### src/rtl/psg_bus_pkg.sv
// Shared constants and the per-register reserved-bit mask for the sound
// generator register port. Assumes 16 registers per generator instance.
package psg_bus_pkg;
    localparam int ADDR_W       = 8;
    localparam int DATA_W       = 8;
    localparam int IDX_W        = 4;
    localparam int REGS_PER_GEN = 1 << IDX_W;
    localparam int INST_W       = ADDR_W - IDX_W;

    // Bits that a given register index keeps; the rest read as zero.
    function automatic logic [DATA_W-1:0] reg_keep_mask(input logic [IDX_W-1:0] idx);
        case (idx)
            4'd1, 4'd3, 4'd5, 4'd13: reg_keep_mask = 8'h0F;
            4'd6, 4'd8, 4'd9, 4'd10: reg_keep_mask = 8'h1F;
            default:                 reg_keep_mask = 8'hFF;
        endcase
    endfunction
endpackage

### src/rtl/psg_port_latch.sv
// Captures the two CPU ports. A select-port write only latches the register
// number. A data-port write produces a one-cycle write event carrying the
// latched number and the byte. Assumes at most one port is accessed per cycle.
module psg_port_latch
    import psg_bus_pkg::*;
(
    input  logic              clk,
    input  logic              rst_n,
    input  logic              bus_wr,
    input  logic              bus_sel,
    input  logic [DATA_W-1:0] bus_wdata,
    output logic [ADDR_W-1:0] sel_addr,
    output logic              wr_stb,
    output logic [ADDR_W-1:0] wr_addr,
    output logic [DATA_W-1:0] wr_data
);
    // Latch the register number on a select-port write.
    always_ff @(posedge clk) begin
        if (!rst_n)
            sel_addr <= '0;
        else if (bus_wr && !bus_sel)
            sel_addr <= bus_wdata;
    end

    // Form the one-cycle write event on a data-port write.
    always_ff @(posedge clk) begin
        if (!rst_n) begin
            wr_stb  <= 1'b0;
            wr_addr <= '0;
            wr_data <= '0;
        end else begin
            wr_stb <= bus_wr && bus_sel;
            if (bus_wr && bus_sel) begin
                wr_addr <= sel_addr;
                wr_data <= bus_wdata;
            end
        end
    end

    AST_SEL_NO_STROBE: assert property (@(posedge clk) disable iff (!rst_n)
        (bus_wr && !bus_sel) |=> !wr_stb);
    AST_STROBE_FROM_DATA: assert property (@(posedge clk) disable iff (!rst_n)
        (bus_wr && bus_sel) |=> (wr_stb && wr_addr == $past(sel_addr) && wr_data == $past(bus_wdata)));
    AST_STROBE_SINGLE: assert property (@(posedge clk) disable iff (!rst_n)
        (wr_stb && !$past(bus_wr && bus_sel)) |-> 1'b0);
    AST_SEL_HOLD: assert property (@(posedge clk) disable iff (!rst_n)
        !(bus_wr && !bus_sel) |=> $stable(sel_addr));
endmodule

### src/rtl/psg_gen_bank.sv
// Register file of one generator instance: 16 bytes at numbers
// INST*16..INST*16+15. Writes are masked so that reserved bits stay zero.
// Also offers the byte selected by the latched number for readback.
module psg_gen_bank
    import psg_bus_pkg::*;
#(
    parameter int INST = 0
) (
    input  logic                           clk,
    input  logic                           rst_n,
    input  logic                           wr_stb,
    input  logic [ADDR_W-1:0]              wr_addr,
    input  logic [DATA_W-1:0]              wr_data,
    input  logic [ADDR_W-1:0]              rd_addr,
    output logic                           rd_hit,
    output logic [DATA_W-1:0]              rd_val,
    output logic [REGS_PER_GEN*DATA_W-1:0] regs_flat
);
    localparam logic [INST_W-1:0] MY_INST = INST_W'(INST);

    logic [DATA_W-1:0] regs [REGS_PER_GEN];
    logic              wr_hit;

    // Decode whether the write event targets this instance.
    always_comb wr_hit = wr_stb && (wr_addr[ADDR_W-1:IDX_W] == MY_INST);

    // Store the masked byte into the selected register.
    always_ff @(posedge clk) begin
        if (!rst_n) begin
            for (int i = 0; i < REGS_PER_GEN; i++) regs[i] <= '0;
        end else if (wr_hit) begin
            regs[wr_addr[IDX_W-1:0]] <= wr_data & reg_keep_mask(wr_addr[IDX_W-1:0]);
        end
    end

    // Readback selection for the latched number.
    always_comb begin
        rd_hit = (rd_addr[ADDR_W-1:IDX_W] == MY_INST);
        rd_val = regs[rd_addr[IDX_W-1:0]];
    end

    genvar g;
    generate
        for (g = 0; g < REGS_PER_GEN; g++) begin : g_flat
            assign regs_flat[g*DATA_W +: DATA_W] = regs[g];
        end
    endgenerate

    AST_BANK_IGNORE_OTHER: assert property (@(posedge clk) disable iff (!rst_n)
        !(wr_stb && wr_addr[ADDR_W-1:IDX_W] == MY_INST) |=> $stable(regs_flat));
    AST_COARSE_RESERVED_ZERO: assert property (@(posedge clk) disable iff (!rst_n)
        (wr_hit && wr_addr[IDX_W-1:0] == 4'd1) |=> (regs_flat[1*DATA_W+4 +: 4] == 4'h0));
endmodule

### src/rtl/psg_mix_bank.sv
// Stereo mixer control bytes at MIX_BASE..MIX_BASE+NUM_MIX-1, all bits kept.
// Assumes the range does not overlap a generator instance.
module psg_mix_bank
    import psg_bus_pkg::*;
#(
    parameter int NUM_MIX  = 4,
    parameter int MIX_BASE = 240
) (
    input  logic                      clk,
    input  logic                      rst_n,
    input  logic                      wr_stb,
    input  logic [ADDR_W-1:0]         wr_addr,
    input  logic [DATA_W-1:0]         wr_data,
    input  logic [ADDR_W-1:0]         rd_addr,
    output logic                      rd_hit,
    output logic [DATA_W-1:0]         rd_val,
    output logic [NUM_MIX*DATA_W-1:0] regs_flat
);
    localparam int MIX_END = MIX_BASE + NUM_MIX;

    logic [DATA_W-1:0] regs [NUM_MIX];
    logic              wr_in;
    logic [ADDR_W-1:0] wr_off;
    logic [ADDR_W-1:0] rd_off;

    // Range decode and offsets for write and read.
    always_comb begin
        wr_in  = wr_stb && (int'(wr_addr) >= MIX_BASE) && (int'(wr_addr) < MIX_END);
        wr_off = wr_addr - ADDR_W'(MIX_BASE);
        rd_off = rd_addr - ADDR_W'(MIX_BASE);
        rd_hit = (int'(rd_addr) >= MIX_BASE) && (int'(rd_addr) < MIX_END);
        rd_val = '0;
        for (int k = 0; k < NUM_MIX; k++)
            if (int'(rd_off) == k) rd_val = regs[k];
    end

    // Store a mixer control byte.
    always_ff @(posedge clk) begin
        if (!rst_n) begin
            for (int k = 0; k < NUM_MIX; k++) regs[k] <= '0;
        end else if (wr_in) begin
            for (int k = 0; k < NUM_MIX; k++)
                if (int'(wr_off) == k) regs[k] <= wr_data;
        end
    end

    genvar k;
    generate
        for (k = 0; k < NUM_MIX; k++) begin : g_flat
            assign regs_flat[k*DATA_W +: DATA_W] = regs[k];
        end
    endgenerate

    AST_MIX_IGNORE_OTHER: assert property (@(posedge clk) disable iff (!rst_n)
        !(wr_stb && int'(wr_addr) >= MIX_BASE && int'(wr_addr) < MIX_END) |=> $stable(regs_flat));
endmodule

### src/rtl/psg_bus_regif.sv
// Top of the sound generator register port. Ties the port latch to NUM_GEN
// generator banks and the mixer bank, and registers the readback byte.
// Assumes MIX_BASE lies above the numbers used by the generator instances.
module psg_bus_regif
    import psg_bus_pkg::*;
#(
    parameter int NUM_GEN  = 2,
    parameter int NUM_MIX  = 4,
    parameter int MIX_BASE = 240
) (
    input  logic                                   clk,
    input  logic                                   rst_n,
    input  logic                                   bus_wr,
    input  logic                                   bus_rd,
    input  logic                                   bus_sel,
    input  logic [DATA_W-1:0]                      bus_wdata,
    output logic [DATA_W-1:0]                      bus_rdata,
    output logic                                   reg_wr_stb,
    output logic [ADDR_W-1:0]                      reg_wr_addr,
    output logic [DATA_W-1:0]                      reg_wr_data,
    output logic [NUM_GEN*REGS_PER_GEN*DATA_W-1:0] gen_regs,
    output logic [NUM_MIX*DATA_W-1:0]              mix_regs
);
    localparam int GEN_BITS = REGS_PER_GEN * DATA_W;

    logic [ADDR_W-1:0] sel_addr;
    logic [NUM_GEN-1:0] gen_hit;
    logic [DATA_W-1:0]  gen_val [NUM_GEN];
    logic               mix_hit;
    logic [DATA_W-1:0]  mix_val;
    logic [DATA_W-1:0]  rd_byte;
    logic               rd_any_hit;

    psg_port_latch u_latch (
        .clk       (clk),
        .rst_n     (rst_n),
        .bus_wr    (bus_wr),
        .bus_sel   (bus_sel),
        .bus_wdata (bus_wdata),
        .sel_addr  (sel_addr),
        .wr_stb    (reg_wr_stb),
        .wr_addr   (reg_wr_addr),
        .wr_data   (reg_wr_data)
    );

    genvar g;
    generate
        for (g = 0; g < NUM_GEN; g++) begin : g_bank
            psg_gen_bank #(.INST(g)) u_bank (
                .clk       (clk),
                .rst_n     (rst_n),
                .wr_stb    (reg_wr_stb),
                .wr_addr   (reg_wr_addr),
                .wr_data   (reg_wr_data),
                .rd_addr   (sel_addr),
                .rd_hit    (gen_hit[g]),
                .rd_val    (gen_val[g]),
                .regs_flat (gen_regs[g*GEN_BITS +: GEN_BITS])
            );
        end
    endgenerate

    psg_mix_bank #(.NUM_MIX(NUM_MIX), .MIX_BASE(MIX_BASE)) u_mix (
        .clk       (clk),
        .rst_n     (rst_n),
        .wr_stb    (reg_wr_stb),
        .wr_addr   (reg_wr_addr),
        .wr_data   (reg_wr_data),
        .rd_addr   (sel_addr),
        .rd_hit    (mix_hit),
        .rd_val    (mix_val),
        .regs_flat (mix_regs)
    );

    // Select the readback byte for the latched number; unclaimed reads give 0.
    always_comb begin
        rd_byte = mix_hit ? mix_val : '0;
        for (int i = 0; i < NUM_GEN; i++)
            if (gen_hit[i]) rd_byte = gen_val[i];
        rd_any_hit = mix_hit || (|gen_hit);
    end

    // Register the read byte; data-port reads return zero.
    always_ff @(posedge clk) begin
        if (!rst_n)
            bus_rdata <= '0;
        else if (bus_rd)
            bus_rdata <= bus_sel ? '0 : rd_byte;
    end

    AST_DATA_PORT_READ_ZERO: assert property (@(posedge clk) disable iff (!rst_n)
        (bus_rd && bus_sel) |=> (bus_rdata == 8'h00));
    AST_UNCLAIMED_READ_ZERO: assert property (@(posedge clk) disable iff (!rst_n)
        (bus_rd && !bus_sel && !rd_any_hit) |=> (bus_rdata == 8'h00));
    AST_READ_HOLD: assert property (@(posedge clk) disable iff (!rst_n)
        !bus_rd |=> $stable(bus_rdata));
endmodule

### config.mk
export PLATFORM = sky130hd
export DESIGN_NAME = psg_bus_regif
export DESIGN_NICKNAME = d
export VERILOG_FILES = /design/src/rtl/psg_bus_pkg.sv /design/src/rtl/psg_port_latch.sv /design/src/rtl/psg_gen_bank.sv /design/src/rtl/psg_mix_bank.sv /design/src/rtl/psg_bus_regif.sv
export SDC_FILE = /design/constraint.sdc
export NUM_CORES = 1
export LEC_CHECK = 0
export BUFFER_PORTS_ARGS = -buffer_cell sky130_fd_sc_hd__buf_4
export CAP_MARGIN = 10
export CORE_MARGIN = 4
export CORE_UTILIZATION = 55
export CTS_CLUSTER_SIZE = 10
export DETAILED_ROUTE_END_ITERATION = 10
export GPL_TIMING_DRIVEN = 0
export PLACE_DENSITY = 0.81
export SYNTH_ARGS = -nofsm -noshare
export SYNTH_HDL_FRONTEND = slang
export SYNTH_SLANG_ARGS = --single-unit
### constraint.sdc
create_clock -name clk -period 2.35 [get_ports clk]
set_input_delay 0.235 -clock clk [delete_from_list [all_inputs] [get_ports clk]]
set_output_delay 0.235 -clock clk [all_outputs]
set_load 0.01 [all_outputs]
==> summary.md <==
| Metric | Value |
|---|---|
| Max Cap Violations | `0` |
| Post-route DRC | `0` |
| Fin. max-slew vios | `0` |
| Max IR drop VDD | `~480 uV` |
| Mapped cell area | `14,700 um2` |
| Worst reg2reg path depth | `5` |
| Final setup viols | `15` |
| Tcrit/Tclk final | `102%` |
| Antenna Cells | `0` |
| First-pass GRT wire length | `73,700 um` |
| Vias in the first global route | `11,500` |
| Fmax | `between 400 and 500 MHz` |
| Count of cell types in the netlist | `between 40 and 50` |
| Leak pwr | `between 7 and 8 nW` |
| I/O Pins | `about 330` |
| Die W | `172 um` |
| Drt total wl | `52,000 um` |
| Tmin final | `around 2400 ps` |
| Worst setup EP type | `flip-flop` |
| RSZ-0062 raised after global routing | `true` |
| Max Fanout on Critical Path | `10` |
| Drt pass-1 iters | `6` |
| CP Class | `flip-flop to flip-flop` |
| Initial drt markers | `roughly 1,800` |
| Clock skew | `28.7 ps` |
| Layout cells sized above 1 | `around 36%` |
| Initial core utilization | `between 50% and 60%` |
| Req. time, crit path | `2740 ps` |
| Commonest cells after routing, fill and taps aside | `buf_4 (334), edfxtp_1 (288), nor2_1 (144)` |
| Core area | `26,200 um2` |
| Tot GR Track Use | `34.2%` |
| Clk_lat worst skew | `between 500 and 600 ps` |
| Clock transition at path regs | `60 ps` |
| Overflow after GRT | `0` |
| Routability cong. | `0.964` |
| Mapped Cells | `between 1,000 and 1,500` |
| Area Overhead vs Synth | `28.7%` |
| Worst setup margin | `-36.3 ps` |
| Worst hold path class | `primary input to flip-flop` |
| Detail Route Antenna Nets | `0` |
| CTS sink cnt | `327` |
| Power per standard cell area | `just over 700 nW/um2` |
| Synthesized flop and latch total | `327` |
| Drt wl/cell | `28.1 um` |
| Status | `finished, violations left` |
| Primary FF master, synth | `edfxtp_1` |
| H-tree levels | `2` |
| Post-synthesis sequential area ratio | `64.0%` |
| Vias per Instance | `about 6.4` |
| Rows | `59` |
| Final Util | `72.4%` |
| Tot Pwr | `roughly 0.014 W` |
| Slew headroom | `25.4%` |
| Number of enable flip-flop cells after synthesis | `288` |
| CP Launch Type | `flip-flop` |
| Failing checks | `negative setup slack` |
| Die height | `172 um` |
| # nets final | `1,498` |
| CTS root buf | `clkbuf_16` |
| Largest net degree at the start of global routing | `12` |
| Clock buffer depth | `3` |
| Final Hold Viols | `0` |
| DIE AREA | `29,500 um2` |
| Worst Hold Depth | `3` |
| Initial antenna violation count | `1` |
| Crit path arrival time | `2770 ps` |
| Syn nets | `1,123` |
| Commonest non-fill, non-tap cell in the layout | `buf_4` |
| Port Buffer Count | `between 300 and 400` |
| Setup TNS | `-235 ps` |
| DP HPWL | `38,000 um` |
| Number of CTS-inserted buffers | `39` |
| Syn_area_per_cell | `around 13 um2` |
| Asr flop ratio synth | `0%` |
| CTS tree | `done` |
| Via count | `between 10,000 and 15,000` |
| Ys Warns | `0` |
| Slew @ Worst Pin | `1120 ps` |
==> timing repair <==
action,CTS,global route
pin swaps,0,1
setup endpoints to repair,273,263
setup buffers,0,1
hold buffers,8,0
endpoints found under the hold margin,12,0
gates cloned,0,0
resized for setup,26,18
==> power breakdown <==
| group | switching [W] | leakage [nW] | internal [W] |
|---|---|---|---|
| clock network | 0.00236 | 0.558 | 0.00325 |
| logic | 0.000722 | 3.62 | 0.000519 |
| registers | 0.000183 | 3.29 | 0.00651 |
| total | 0.00327 | 7.46 | 0.0103 |
==> critical path, stage by stage (launching register included) <==
cell and delay (ps):
dfxtp_1 410, clkbuf_2 300, nand2_1 250, clkbuf_1 450
nor3_1 610, and2_1 220
==> cells in the mapped netlist, types with 5 or more instances <==
cell,number,area share (%)
edfxtp_1,288,59
nor2_1,144,3.7
and2_1,113,4.8
nand2_1,108,2.7
mux4_2,56,8.6
clkbuf_1,54,1.4
and3_1,48,2.0
mux2_2,40,3.1
dfxtp_1,39,5.3
a21oi_1,37,1.3
nor3_1,22,0.75
mux2i_1,19,1.3
o22ai_1,16,0.68
nor2b_1,12,0.51
o21ai_0,12,0.41
buf_2,10,0.34
buf_4,9,0.46
or3_1,9,0.38
a211o_1,8,0.48
nand2b_1,7,0.30
buf_1,6,0.15
inv_1,5,0.13
nand3_1,5,0.17
==> final cells by class <==
type | count | area (um2)
inverters | 6 | 22.5
flip-flops and latches | 327 | 9430
clock inverters | 4 | 36.3
plain buffers | 81 | 382
well taps | 335 | 419
fillers | 1745 | 7230
multi-input cells | 695 | 5040
repair buffers | 334 | 2530
clock buffers | 68 | 1130
==> kinds of logic after synthesis <==
kind of cell,synth area share (%)
mux,12.9
simple gates,16.8
flops,64.0
buf+inv,2.63
compound gates,3.67
fa+ha+maj,0.0848
==> stage by stage <==
step / hold WS, ps / setup WS [ps] / instances / instance area (um2)
CTS: 100 / -9.72 / 1849 / 18900
detailed placement: 483 / -733 / 1769 / 17600
finish: 106 / -36.3 / 1850 / 19000
global route: 131 / -37.4 / 1850 / 19000
global placement: 479 / -670 / 1769 / 17600
floorplan: 371 / 192 / 1109 / 14700
==> metal layers <==
layer | vias up | part of all wire, % | GRT usage (%)
li1 | 4805 | - | -
met1 | 5711 | 34 | 46.0
met2 | 1070 | 47 | 53.8
met3 | 184 | 15 | 8.60
met4 | 0 | 5.0 | 14.4
met5 | - | 0 | 0
==> worst paths after layout <==
path	startpoint	to	slack, ps
max	u_latch.wr_addr[0]$_SDFFE_PN0P_	g_bank[1].u_bank.regs[15][0]$_SDFFCE_PN0P_	-40
min	rst_n	u_latch.wr_addr[7]$_SDFFE_PN0P_	110
max reg2reg	u_latch.wr_addr[0]$_SDFFE_PN0P_	g_bank[1].u_bank.regs[15][0]$_SDFFCE_PN0P_	-40
min reg2reg	bus_rdata[1]$_SDFFE_PN0P_	bus_rdata[1]$_SDFFE_PN0P_	500
==> registers in the layout (all words and copies together), names as in the netlist, named ones only <==
register / count
bus_rdata: 8
u_latch.sel_addr: 8
g_bank.u_bank.regs: 256
u_mix.regs: 32
u_latch.wr_addr: 8
u_latch.wr_stb: 1
u_latch.wr_data: 8
Power figures use the tool's default switching activity.
